## config.mk

```make
export PLATFORM = sky130hd
export DESIGN_NAME = dual_edge_timebase
export DESIGN_NICKNAME = d
export VERILOG_FILES = /design/src/rtl/det_pkg.sv /design/src/rtl/det_cs_step.sv /design/src/rtl/det_edge_bank.sv /design/src/rtl/det_resolve.sv /design/src/rtl/dual_edge_timebase.sv
export SDC_FILE = /design/constraint.sdc
export NUM_CORES = 1
export LEC_CHECK = 0
export BUFFER_PORTS_ARGS = -buffer_cell sky130_fd_sc_hd__buf_4
export CAP_MARGIN = 10
export CORE_MARGIN = 4
export CORE_UTILIZATION = 62
export DETAILED_ROUTE_END_ITERATION = 7
export PLACE_DENSITY_LB_ADDON = 0.1
export SYNTH_ARGS = -nofsm -noshare
export SYNTH_HDL_FRONTEND = slang
export SYNTH_SLANG_ARGS = --single-unit
```

## constraint.sdc

```tcl
create_clock -name clk -period 9.8 [get_ports clk]
set_clock_uncertainty 0.2 [all_clocks]
set_input_delay 1.96 -clock clk [delete_from_list [all_inputs] [get_ports clk]]
set_output_delay 1.96 -clock clk [all_outputs]
set_load 0.05 [all_outputs]
```

## src/rtl/det_pkg.sv

```systemverilog
package det_pkg;
  typedef enum logic {
    EDGE_RISE = 1'b0,
    EDGE_FALL = 1'b1
  } det_edge_e;

  localparam int unsigned DET_W_DEFAULT = 64;
endpackage

```

## src/rtl/det_cs_step.sv

```systemverilog
module det_cs_step #(
  parameter int unsigned W = 64
) (
  input  logic [W-1:0] cur_sum,
  input  logic [W-1:0] cur_carry,
  output logic [W-1:0] nxt_sum,
  output logic [W-1:0] nxt_carry
);
  // incoming carry per position: constant one at the bottom, lower carry above
  logic [W-1:0] cin;
  assign cin = {cur_carry[W-2:0], 1'b1};

  for (genvar i = 0; i < W; i++) begin : g_bit
    assign nxt_sum[i]   = cur_sum[i] ^ cin[i];
    assign nxt_carry[i] = cur_sum[i] & cin[i];
  end
endmodule

```

## src/rtl/det_edge_bank.sv

```systemverilog
module det_edge_bank
  import det_pkg::*;
#(
  parameter int unsigned W    = 64,
  parameter det_edge_e   EDGE = EDGE_RISE
) (
  input  logic         clk,
  input  logic         rst,
  input  logic [W-1:0] nxt_sum,
  input  logic [W-1:0] nxt_carry,
  input  logic [W-1:0] oth_sum,
  input  logic [W-1:0] oth_carry,
  output logic [W-1:0] q_sum,
  output logic [W-1:0] q_carry
);
  // Stored so that (this bank XOR partner) equals the wanted state.
  // Reset copies the partner, giving a zero combined state.
  logic [W-1:0] d_sum, d_carry;
  assign d_sum   = rst ? oth_sum   : (nxt_sum   ^ oth_sum);
  assign d_carry = rst ? oth_carry : (nxt_carry ^ oth_carry);

  if (EDGE == EDGE_RISE) begin : g_rise
    always_ff @(posedge clk) begin
      q_sum   <= d_sum;
      q_carry <= d_carry;
    end
  end else begin : g_fall
    always_ff @(negedge clk) begin
      q_sum   <= d_sum;
      q_carry <= d_carry;
    end
  end
endmodule

```

## src/rtl/det_resolve.sv

```systemverilog
module det_resolve #(
  parameter int unsigned W = 64
) (
  input  logic [W-1:0] cs_sum,
  input  logic [W-1:0] cs_carry,
  output logic [W-1:0] bin_value
);
  logic [W-1:0] carry_weighted;
  assign carry_weighted = {cs_carry[W-2:0], 1'b0};
  assign bin_value      = cs_sum + carry_weighted;
endmodule

```

## src/rtl/dual_edge_timebase.sv

```systemverilog
module dual_edge_timebase
  import det_pkg::*;
#(
  parameter int unsigned W     = DET_W_DEFAULT,
  parameter int unsigned TAP_A = 4,
  parameter int unsigned TAP_B = 8
) (
  input  logic         clk,
  input  logic         rst,
  output logic [W-1:0] ts_sum,
  output logic [W-1:0] ts_carry,
  output logic [W-1:0] ts_value,
  output logic [1:0]   obs_tap
);
  localparam int unsigned NBANK = 2;

  logic [W-1:0] bank_sum   [NBANK];
  logic [W-1:0] bank_carry [NBANK];
  logic [W-1:0] step_sum, step_carry;

  // live state: XOR of both edge banks
  assign ts_sum   = bank_sum[0]   ^ bank_sum[1];
  assign ts_carry = bank_carry[0] ^ bank_carry[1];

  det_cs_step #(.W(W)) u_step (
    .cur_sum  (ts_sum),
    .cur_carry(ts_carry),
    .nxt_sum  (step_sum),
    .nxt_carry(step_carry)
  );

  for (genvar b = 0; b < NBANK; b++) begin : g_bank
    localparam det_edge_e BEDGE = (b == 0) ? EDGE_RISE : EDGE_FALL;
    det_edge_bank #(.W(W), .EDGE(BEDGE)) u_bank (
      .clk      (clk),
      .rst      (rst),
      .nxt_sum  (step_sum),
      .nxt_carry(step_carry),
      .oth_sum  (bank_sum[NBANK-1-b]),
      .oth_carry(bank_carry[NBANK-1-b]),
      .q_sum    (bank_sum[b]),
      .q_carry  (bank_carry[b])
    );
  end

  det_resolve #(.W(W)) u_resolve (
    .cs_sum   (ts_sum),
    .cs_carry (ts_carry),
    .bin_value(ts_value)
  );

  assign obs_tap = {ts_value[TAP_B], ts_value[TAP_A]};
endmodule

```

==> impl_metrics.py, run 1 <==
metrics = {
    "status": {
        "status": "did not finish",
        "lastStage": "clock tree synthesis (4_1_cts)",
        "stop_error": "[ERROR DPL-0038] Utilization greater than 100%, impossible to legalize",
    },
    "clock_tree": {
        "root_buffer": "clkbuf_16",
        "cts_max_level": 1,
        "cts_inserted_buffers": 27,
        "cts_max_path_buffers": 3,
        "clock-sinks": 256,
    },
    "floorplan": {
        "ios": 196,
        "die_h_um": 154,
        "die_w_um": 154,
        "start_util_pct": 62.9,
        "rows": 53,
    },
    "synthesis": {
        "synth_fp_nets": 1389,
        "async_flop_share_pct": 0,
        "synth_seq_cells": 256,
        "synth_cell_types": 75,
        "yosysWarningCount": 0,
        "netlist_instances": 1323,
        "yosys-top-cells-area": "dfxtp_1, xnor2_1, xor2_1, ha_1, nand2b_1",
        "seq_area_frac_synth_pct": 38.9,
        "synth_enable_flop_cells": 0,
        "yosys.area.top_type_share_pct": 38.9,
        "netlist_area_um2": 13200,
        "synth_top_area_cell": "dfxtp_1",
        "avgSynthCellArea_um2": 9.97,
        "ys.flop_type": "dfxtp_1",
    },
    "placement": {
        "place_congestion": 0.910,
        "dp.final_hpwl_um": 42400,
        "port_buffers": 195,
    },
}
## cell usage after synthesis, drive strengths merged (15+ instances only)
cell,instances
nand4,22
clkbuf,28
a21o,30
xor2,153
buf,15
dfxtp,256
nand2b,122
inv,24
xnor2,287
nand2,44
nor2,37
o21bai,17
a21oi,77
o21ai,37
ha,63
## logic make-up after synthesis
family / after synthesis / share of synthesized area, %
adder cells (fa/ha/maj): 64 / 6.13
AND/OR/NAND/NOR: 277 / 11.7
flip-flops: 256 / 38.9
AO/OA/AOI/OAI: 218 / 11.5
buffers and inverters: 67 / 2.60
multiplexers: 1 / 0.0759
XOR/XNOR: 440 / 29.2
## metrics by stage
step	area, um2	setup TNS (ns)	instances	hold slack (ns)	setup WS (ns)
after floorplan	16100	-11.31	1323	0.248	-0.747
after global placement	20200	-9.30	2092	0.258	-0.564
after detailed placement	20200	-19.97	2092	0.288	-0.916
==> inputs of run 2 (changes only) <==
CORE_UTILIZATION = 40   (was 62)
PLACE_DENSITY_LB_ADDON = 0.15   (was 0.1)
==> impl_metrics.py, run 2 <==
metrics = {
    "finish": {
        "layout_commonest_cell": "buf_4",
        "largestRegisters": "g_bank.u_bank.q_carry x128, g_bank.u_bank.q_sum x128",
        "post-route-util_pct": 71.9,
        "fin_nets": 2103,
        "final_cell_mix": "buf_4, xnor2_1, dfxtp_1, inv_1, nand2b_1",
        "fin_area_um2": 23400,
        "drive_gt1_share_pct": 46.3,
        "syn_to_final_growth_pct": 77.4,
    },
    "setup_path": {
        "crit_arrival_ns": 8.80,
        "end_kind": "primary output",
        "critPathKind": "reg -> out",
        "path_max_fanout": 4,
        "r2r_slack_ns": 3.03,
        "crit_start": "g_bank[1].u_bank.q_sum[1]",
        "reg2reg_depth": 4,
        "startpoint_type": "flip-flop",
        "rr_startpoint": "g_bank[1].u_bank.q_sum[60]",
        "cp.required_ns": 7.64,
        "r2r_end": "g_bank[0].u_bank.q_sum[60]",
    },
    "sta": {
        "max_slew.worst_pin.slew_ns": 0.860,
        "fin_ws_ns": -1.16,
        "setup_viol": 58,
        "slew_viol_final": 0,
        "slew-limit-headroom_pct": 41.9,
        "rsz0062_at_grt": "true",
        "hold_viol": 0,
        "fin_hold_ws_ns": 0.287,
    },
    "route": {
        "wl_per_cell_um": 15.3,
        "remaining_drc_errors": 0,
        "drt_wl_total_um": 38300,
        "route.vias.total": 11700,
        "detail_route.vias_per_cell": 4.66,
        "drt_iter0_drc": 382,
        "firstDrtPassIters": 4,
        "ant_nets": 0,
    },
    "clock_tree": {
        "cts_max_level": 1,
        "root_buffer": "clkbuf_16",
        "cts_tree": "built",
        "clock-sinks": 256,
        "cts_hold_buf": 0,
        "insertion_delay_ns": 0.61,
        "clk_pin_slew_worst_paths_ns": 0.06,
        "cts_inserted_buffers": 30,
        "cts_max_path_buffers": 3,
    },
    "global_routing": {
        "antenna_found_initial": 0,
        "grtUsageTotal_pct": 21.0,
        "grt_pass1_wl_um": 62500,
        "grt-ovfl-total": 0,
        "grt_pass1_vias": 12600,
        "grt_max_degree": 58,
    },
    "status": {
        "status": "complete, but fails checks",
        "violations": "setup timing",
    },
    "synthesis": {
        "synthMostInstantiatedCell": "xnor2_1",
        "synth_fp_nets": 1389,
        "async_flop_share_pct": 0,
        "yosysWarningCount": 0,
        "yosys-top-cells-count": "xnor2_1, dfxtp_1, xor2_1, nand2b_1, a21oi_1",
        "yosys.area.top_type_share_pct": 38.9,
        "synth_cell_types": 75,
        "avgSynthCellArea_um2": 9.97,
        "synth_seq_cells": 256,
        "synth_top_area_cell": "dfxtp_1",
        "netlist_area_um2": 13200,
        "synth_enable_flop_cells": 0,
        "yosys-top-cells-area": "dfxtp_1, xnor2_1, xor2_1, ha_1, nand2b_1",
        "ys.flop_type": "dfxtp_1",
        "netlist_instances": 1323,
        "seq_area_frac_synth_pct": 38.9,
    },
    "floorplan": {
        "rows": 66,
        "die_area_um2": 35900,
        "start_util_pct": 40.5,
        "die_w_um": 190,
        "die_h_um": 190,
        "ios": 196,
        "fp.coreArea_um2": 32500,
    },
    "placement": {
        "placed_area_um2": 20700,
        "place_congestion": 0.852,
        "dp.final_hpwl_um": 28800,
        "port_buffers": 195,
    },
    "min_path": {
        "holdCritStartpoint": "g_bank[0].u_bank.q_sum[0]",
        "hold_path_class": "reg -> reg",
        "holdPathStages": 1,
        "hold_end": "g_bank[0].u_bank.q_sum[0]",
    },
    "job": {
        "drv_cap": 0,
    },
}
==> run 2: cell counts after synthesis <==
Identical to the previous run, type by type.
==> run 2: per-stage QoR <==
step / setup WS [ns] / instances / setup TNS [ns]
CTS: -1.17 / 2490 / -42.39
global route: -1.37 / 2503 / -50.97
floorplan: -0.747 / 1323 / -11.31
detailed placement: -0.767 / 2291 / -15.57
finish: -1.16 / 2504 / -42.16
global placement: -0.738 / 2291 / -14.75
==> run 2: logic make-up after synthesis <==
kind of cell               share of synthesized area (%)
buffers and inverters                               2.60
DFF                                                 38.9
adders and majority gates                           6.13
and+or+nand+nor                                     11.7
muxes                                             0.0759
xor gates and xnor gates                            29.2
AOI/OAI and AO/OA                                   11.5
==> run 2: layout make-up <==
type | count | area, um2
clock buffer | 48 | 931
multi-input combinational | 1000 | 11200
timing repair buffer | 598 | 4880
tap | 442 | 553
antenna | 1 | 2.50
fill | 2374 | 9140
inverter | 23 | 88.8
sequential | 256 | 5190
clock inverter | 136 | 577
==> run 2: worst max path at each step <==
stage | end | cells after the start
after global routing | ts_value[55] | 15
final | ts_value[55] | 15
after global placement | ts_value[63] | 14
after CTS | ts_value[63] | 14
after floorplan | ts_value[63] | 13
after detailed placement | ts_value[63] | 14
==> run 2: timing repair <==
item | in CTS | in global routing
setup buffers | 19 | 20
endpoints found under the setup margin | 57 | 58
resized for setup | 143 | 62
pin swaps | 64 | 53
==> run 2: per-layer routing <==
| metal | vias up | track usage, % | share of wire (%) |
|---|---|---|---|
| met3 | 53 | 3.78 | 4.6 |
| met5 | - | 0 | 0 |
| li1 | 5759 | - | - |
| met1 | 5639 | 26.5 | 42 |
| met2 | 208 | 37.4 | 51 |
| met4 | 0 | 4.87 | 2.1 |
==> run 2: critical path, cell delays in order, from the launching register on <==
cell,delay [ns]
dfxtp_4,0.36
xor2_4,0.18
ha_4,0.16
inv_2,0.03
fa_2,0.34
and2b_1,0.24
o2111ai_2,0.17
a311oi_2,0.35
a21o_2,0.23
a2111oi_4,0.09
nor4_2,0.27
nor3_4,0.13
buf_6,0.17
o211ai_1,0.17
o2111a_2,0.25
buf_8,0.15
Power of run 2 is not shown: default switching activity piles up to over one toggle a cycle in this logic, so the estimate is an artifact.
==> inputs of run 3 (changes only) <==
CORE_UTILIZATION = 35   (was 40)
CTS_BUF_LIST = sky130_fd_sc_hd__clkbuf_4   (was default)
SLEW_MARGIN = 20   (was default)
==> impl_metrics.py, run 3 (same netlist as run 2, synthesis figures left out) <==
metrics = {
    "setup_path": {
        "r2r_end": "g_bank[1].u_bank.q_sum[10]",
        "worst_path_max_delay_cell": "dfxtp_4",
        "crit_arrival_ns": 8.89,
        "critPathKind": "reg -> out",
        "startpoint_type": "flip-flop",
        "slowest_delay_ns": 0.36,
        "reg2reg_depth": 5,
        "rr_startpoint": "g_bank[0].u_bank.q_sum[10]",
        "path_cells": "xor2_4 > ha_4 > inv_2 > fa_2 > and2b_2 > o2111ai_4 > a311oi_2 > buf_4 > buf_6 > o21ai_4 > a31oi_4 > o21ai_4 > o31a_1 > o21ai_2 > xor2_4 > buf_6",
        "end_kind": "primary output",
        "cp.required_ns": 7.64,
        "path_max_fanout": 3,
        "r2r_slack_ns": 3.11,
    },
    "finish": {
        "layout_commonest_cell": "buf_4",
        "fin_area_um2": 23300,
        "final_cell_mix": "buf_4, xnor2_1, dfxtp_1, inv_1, nand2b_1",
        "fin_nets": 2157,
        "post-route-util_pct": 63.3,
        "drive_gt1_share_pct": 47.4,
        "largestRegisters": "g_bank.u_bank.q_carry x128, g_bank.u_bank.q_sum x128",
        "syn_to_final_growth_pct": 77.0,
    },
    "sta": {
        "max_slew.worst_pin.slew_ns": 0.769,
        "fin_ws_ns": -1.25,
        "slew_viol_final": 0,
        "final.setup.tns_ns": -48.11,
        "slew-limit-headroom_pct": 48.2,
        "fin_hold_ws_ns": 0.283,
        "hold_viol": 0,
        "setup_viol": 59,
        "rsz0062_at_grt": "true",
    },
    "floorplan": {
        "fp.coreArea_um2": 36900,
        "die_h_um": 202,
        "rows": 70,
        "ios": 196,
        "die_w_um": 202,
        "die_area_um2": 40800,
        "start_util_pct": 35.8,
    },
    "clock_tree": {
        "cts_tree": "built",
        "cts_inserted_buffers": 76,
        "clk_pin_slew_worst_paths_ns": 0.03,
        "cts_max_level": 3,
        "cts_max_path_buffers": 3,
        "clock-sinks": 256,
        "insertion_delay_ns": 0.72,
        "root_buffer": "clkbuf_4",
    },
    "route": {
        "drt_wl_total_um": 38600,
        "ant_nets": 0,
        "firstDrtPassIters": 5,
        "detail_route.vias_per_cell": 4.44,
        "wl_per_cell_um": 14.5,
        "route.vias.total": 11800,
        "drt_iter0_drc": 369,
        "remaining_drc_errors": 0,
    },
    "global_routing": {
        "grt_pass1_wl_um": 63700,
        "grt_pass1_vias": 12800,
        "grt_max_degree": 64,
        "grt-ovfl-total": 0,
        "antenna_found_initial": 1,
        "grtUsageTotal_pct": 19.0,
    },
    "placement": {
        "place_congestion": 0.851,
        "port_buffers": 195,
        "dp.final_hpwl_um": 29700,
        "placed_area_um2": 20900,
    },
    "job": {
        "drv_cap": 0,
    },
    "min_path": {
        "holdCritStartpoint": "g_bank[1].u_bank.q_sum[0]",
        "hold_path_class": "reg -> reg",
        "holdPathStages": 1,
        "hold_end": "g_bank[1].u_bank.q_sum[0]",
    },
    "status": {
        "violations": "setup timing",
        "status": "complete, but fails checks",
    },
}
-- run 3: cell count changes in the layout (fill, tap and decap cells not counted), moves of 7 or more --
cell / change
buf_4: +7
clkbuf_1: -9
clkbuf_16: -32
clkbuf_4: +97
clkbuf_8: -7
clkinv_1: +9
inv_1: +19
inv_2: +12
-- run 3: repair_timing --
action	CTS	global route
hold buffers	0	0
pin swaps	47	48
gates cloned	0	0
endpoints found under the setup margin	58	62
gates resized for setup	153	40
setup buffers	14	18
-- run 3: stage by stage --
step / instances / worst slack, ns
detailed placement: 2367 / -0.816
CTS: 2648 / -1.41
floorplan: 1323 / -0.747
global placement: 2367 / -0.768
finish: 2659 / -1.25
global route: 2659 / -1.52
-- run 3: worst max-delay path by stage --
stage	cells after the start	slack, ns	endpoint	startpoint
2_1_floorplan	13	-0.75	ts_value[63]	g_bank[1].u_bank.q_sum[1]
3_3_place_gp	16	-0.77	ts_value[63]	g_bank[1].u_bank.q_sum[1]
3_5_place_dp	16	-0.82	ts_value[63]	g_bank[1].u_bank.q_sum[1]
4_1_cts	16	-1.41	ts_value[63]	g_bank[1].u_bank.q_sum[1]
5_1_grt	16	-1.52	ts_value[57]	g_bank[1].u_bank.q_sum[1]
6_report	16	-1.25	ts_value[53]	g_bank[1].u_bank.q_sum[1]
-- run 3: final cells by class --
type,count,area [um2]
Timing Repair Buffer,606,4950
Clock buffer,97,728
Fill cell,3003,13500
Multi-Input combinational cell,1000,11100
Antenna cell,1,2.50
Tap cell,504,631
Sequential cell,256,5180
Clock inverter,172,674
Inverter,23,88.8
-- run 3: worst max-delay path: cells and delay by family (launching register included) --
family / cells / cell delay (ns)
AOI/OAI and AO/OA: 7 / 1.32
adders and majority gates: 2 / 0.50
buffers and inverters: 4 / 0.47
DFF: 1 / 0.36
xor gates and xnor gates: 2 / 0.35
and+or+nand+nor: 1 / 0.28
-- run 3: routing by layer --
metal	vias up	track usage [%]	part of all wire [%]
li1	5932	-	-
met4	0	6.11	2.4
met2	245	32.6	49
met5	-	0	0
met3	68	5.12	5.3
met1	5570	23.5	43
Power of run 3 is left out for the same reason.
==> inputs of run 4 (changes only) <==
CORE_MARGIN = default   (was 4)
==> impl_metrics.py, run 4 (same netlist as run 2, synthesis figures left out) <==
metrics = {
    "finish": {
        "syn_to_final_growth_pct": 76.8,
        "largestRegisters": "g_bank.u_bank.q_carry x128, g_bank.u_bank.q_sum x128",
        "layout_commonest_cell": "buf_4",
        "fillCellCount": 3040,
        "fin_nets": 2145,
        "drive_gt1_share_pct": 48.0,
        "final_cell_mix": "buf_4, xnor2_1, dfxtp_1, inv_1, nand2b_1",
        "post-route-util_pct": 63.2,
    },
    "route": {
        "wl_per_cell_um": 14.2,
        "remaining_drc_errors": 0,
        "drt_wl_total_um": 37600,
        "met1_length_um": 16500,
        "firstDrtPassIters": 4,
        "wl_met2_um": 18300,
        "route.vias.total": 11700,
        "detail_route.vias_per_cell": 4.42,
        "top_layer": "met4",
        "dr_wl_met3_um": 1870,
        "ant_nets": 0,
        "drt_iter0_drc": 365,
    },
    "global_routing": {
        "grtUsageTotal_pct": 20.1,
        "grt_pass1_wl_um": 61800,
        "antenna_found_initial": 1,
        "grt-ovfl-total": 0,
        "grt_max_degree": 64,
        "grt_pass1_vias": 12500,
    },
    "clock_tree": {
        "root_buffer": "clkbuf_4",
        "cts_tree": "built",
        "clk_pin_slew_worst_paths_ns": 0.06,
        "clock-sinks": 256,
        "cts_max_level": 3,
        "insertion_delay_ns": 0.73,
        "cts_max_path_buffers": 3,
        "cts_inserted_buffers": 79,
    },
    "status": {
        "status": "complete, but fails checks",
        "violations": "setup timing",
    },
    "setup_path": {
        "critPathKind": "reg -> out",
        "path_cells": "xor2_4 > ha_4 > inv_2 > fa_2 > and2b_1 > o2111ai_2 > a311oi_2 > buf_4 > buf_4 > o21ai_4 > a31oi_4 > o21ai_2 > o31a_1 > o21ai_2 > xor2_4 > buf_6",
        "rr_startpoint": "g_bank[0].u_bank.q_carry[9]",
        "crit_arrival_ns": 8.91,
        "worst_path_max_delay_cell": "dfxtp_4",
        "crit_start": "g_bank[1].u_bank.q_sum[1]",
        "path_max_fanout": 3,
        "startpoint_type": "flip-flop",
        "end_kind": "primary output",
        "cp.required_ns": 7.64,
        "slowest_delay_ns": 0.36,
    },
    "min_path": {
        "hold_path_class": "reg -> reg",
        "holdCritStartpoint": "g_bank[0].u_bank.q_sum[0]",
    },
    "placement": {
        "dp.final_hpwl_um": 28900,
        "place_congestion": 0.842,
        "port_buffers": 195,
    },
    "sta": {
        "fin_ws_ns": -1.27,
        "hold_viol": 0,
        "rsz0062_at_grt": "true",
        "setup_viol": 59,
        "slew-limit-headroom_pct": 49.6,
        "slew_viol_final": 0,
        "max_slew.worst_pin.slew_ns": 0.748,
    },
    "floorplan": {
        "rows": 70,
        "ios": 196,
        "die_w_um": 196,
        "die_area_um2": 38500,
        "die_h_um": 196,
        "start_util_pct": 35.8,
        "fp.coreArea_um2": 36900,
    },
    "job": {
        "drv_cap": 0,
    },
}
==> run 4: cell count changes in the layout (fill, tap and decap cells not counted), sizes merged <==
cell | previous run | this run
bufinv | 1 | 2
clkinv | 11 | 8
inv | 182 | 175
diode | 1 | 2
clkbuf | 97 | 102
buf | 606 | 591
clkinvlp | 1 | 6
==> run 4: critical path: cells and delay by family, from the launching register on <==
family                   cells  cell delay (ns)
AND/OR/NAND/NOR              1             0.24
XOR/XNOR                     2             0.37
flip-flops                   1             0.36
buffers and inverters        4             0.51
adder cells (fa/ha/maj)      2             0.50
AO/OA/AOI/OAI                7             1.33
==> run 4: what timing repair did <==
action | in CTS | in global routing
setup endpoints to repair | 58 | 59
pin swaps | 47 | 48
hold buffers | 0 | 0
setup buffers | 14 | 19
gates resized for setup | 137 | 58
==> run 4: worst paths after layout <==
check                           depth (start not counted)                    endpoint  slack [ns]
worst min-delay path                                    1   g_bank[0].u_bank.q_sum[0]        0.29
worst max register to register                          5  g_bank[1].u_bank.q_sum[10]        3.10
worst max-delay path                                   16                ts_value[53]       -1.27
worst min register to register                          1   g_bank[0].u_bank.q_sum[0]        0.29
==> run 4: routing by layer <==
metal	up-vias	GRT usage (%)
met5	-	0
met2	219	34.1
li1	5910	-
met1	5506	24.5
met4	0	7.73
met3	65	4.88
==> run 4: cell type report <==
class | instances | area (um2) | area share (%)
Antenna cell | 2 | 5.00 | 0.0215
Clock buffer | 102 | 766 | 3.28
Clock inverter | 168 | 693 | 2.97
Inverter | 23 | 86.3 | 0.370
Multi-Input combinational cell | 1000 | 11100 | 47.7
Sequential cell | 256 | 5180 | 22.2
Tap cell | 504 | 631 | 2.70
Timing Repair Buffer | 591 | 4830 | 20.7
==> run 4: metrics by stage <==
step	setup slack (ns)	setup TNS (ns)	instance area [um2]	std cells	hold slack, ns
after floorplan	-0.747	-11.31	16100	1323	0.248
after global placement	-0.627	-13.05	20700	2350	0.257
after detailed placement	-0.682	-13.43	20700	2350	0.278
after CTS	-1.35	-50.61	23000	2632	0.293
after global routing	-1.48	-59.60	23300	2646	0.327
final	-1.27	-49.64	23300	2646	0.285
Power of run 4 is left out for the same reason.
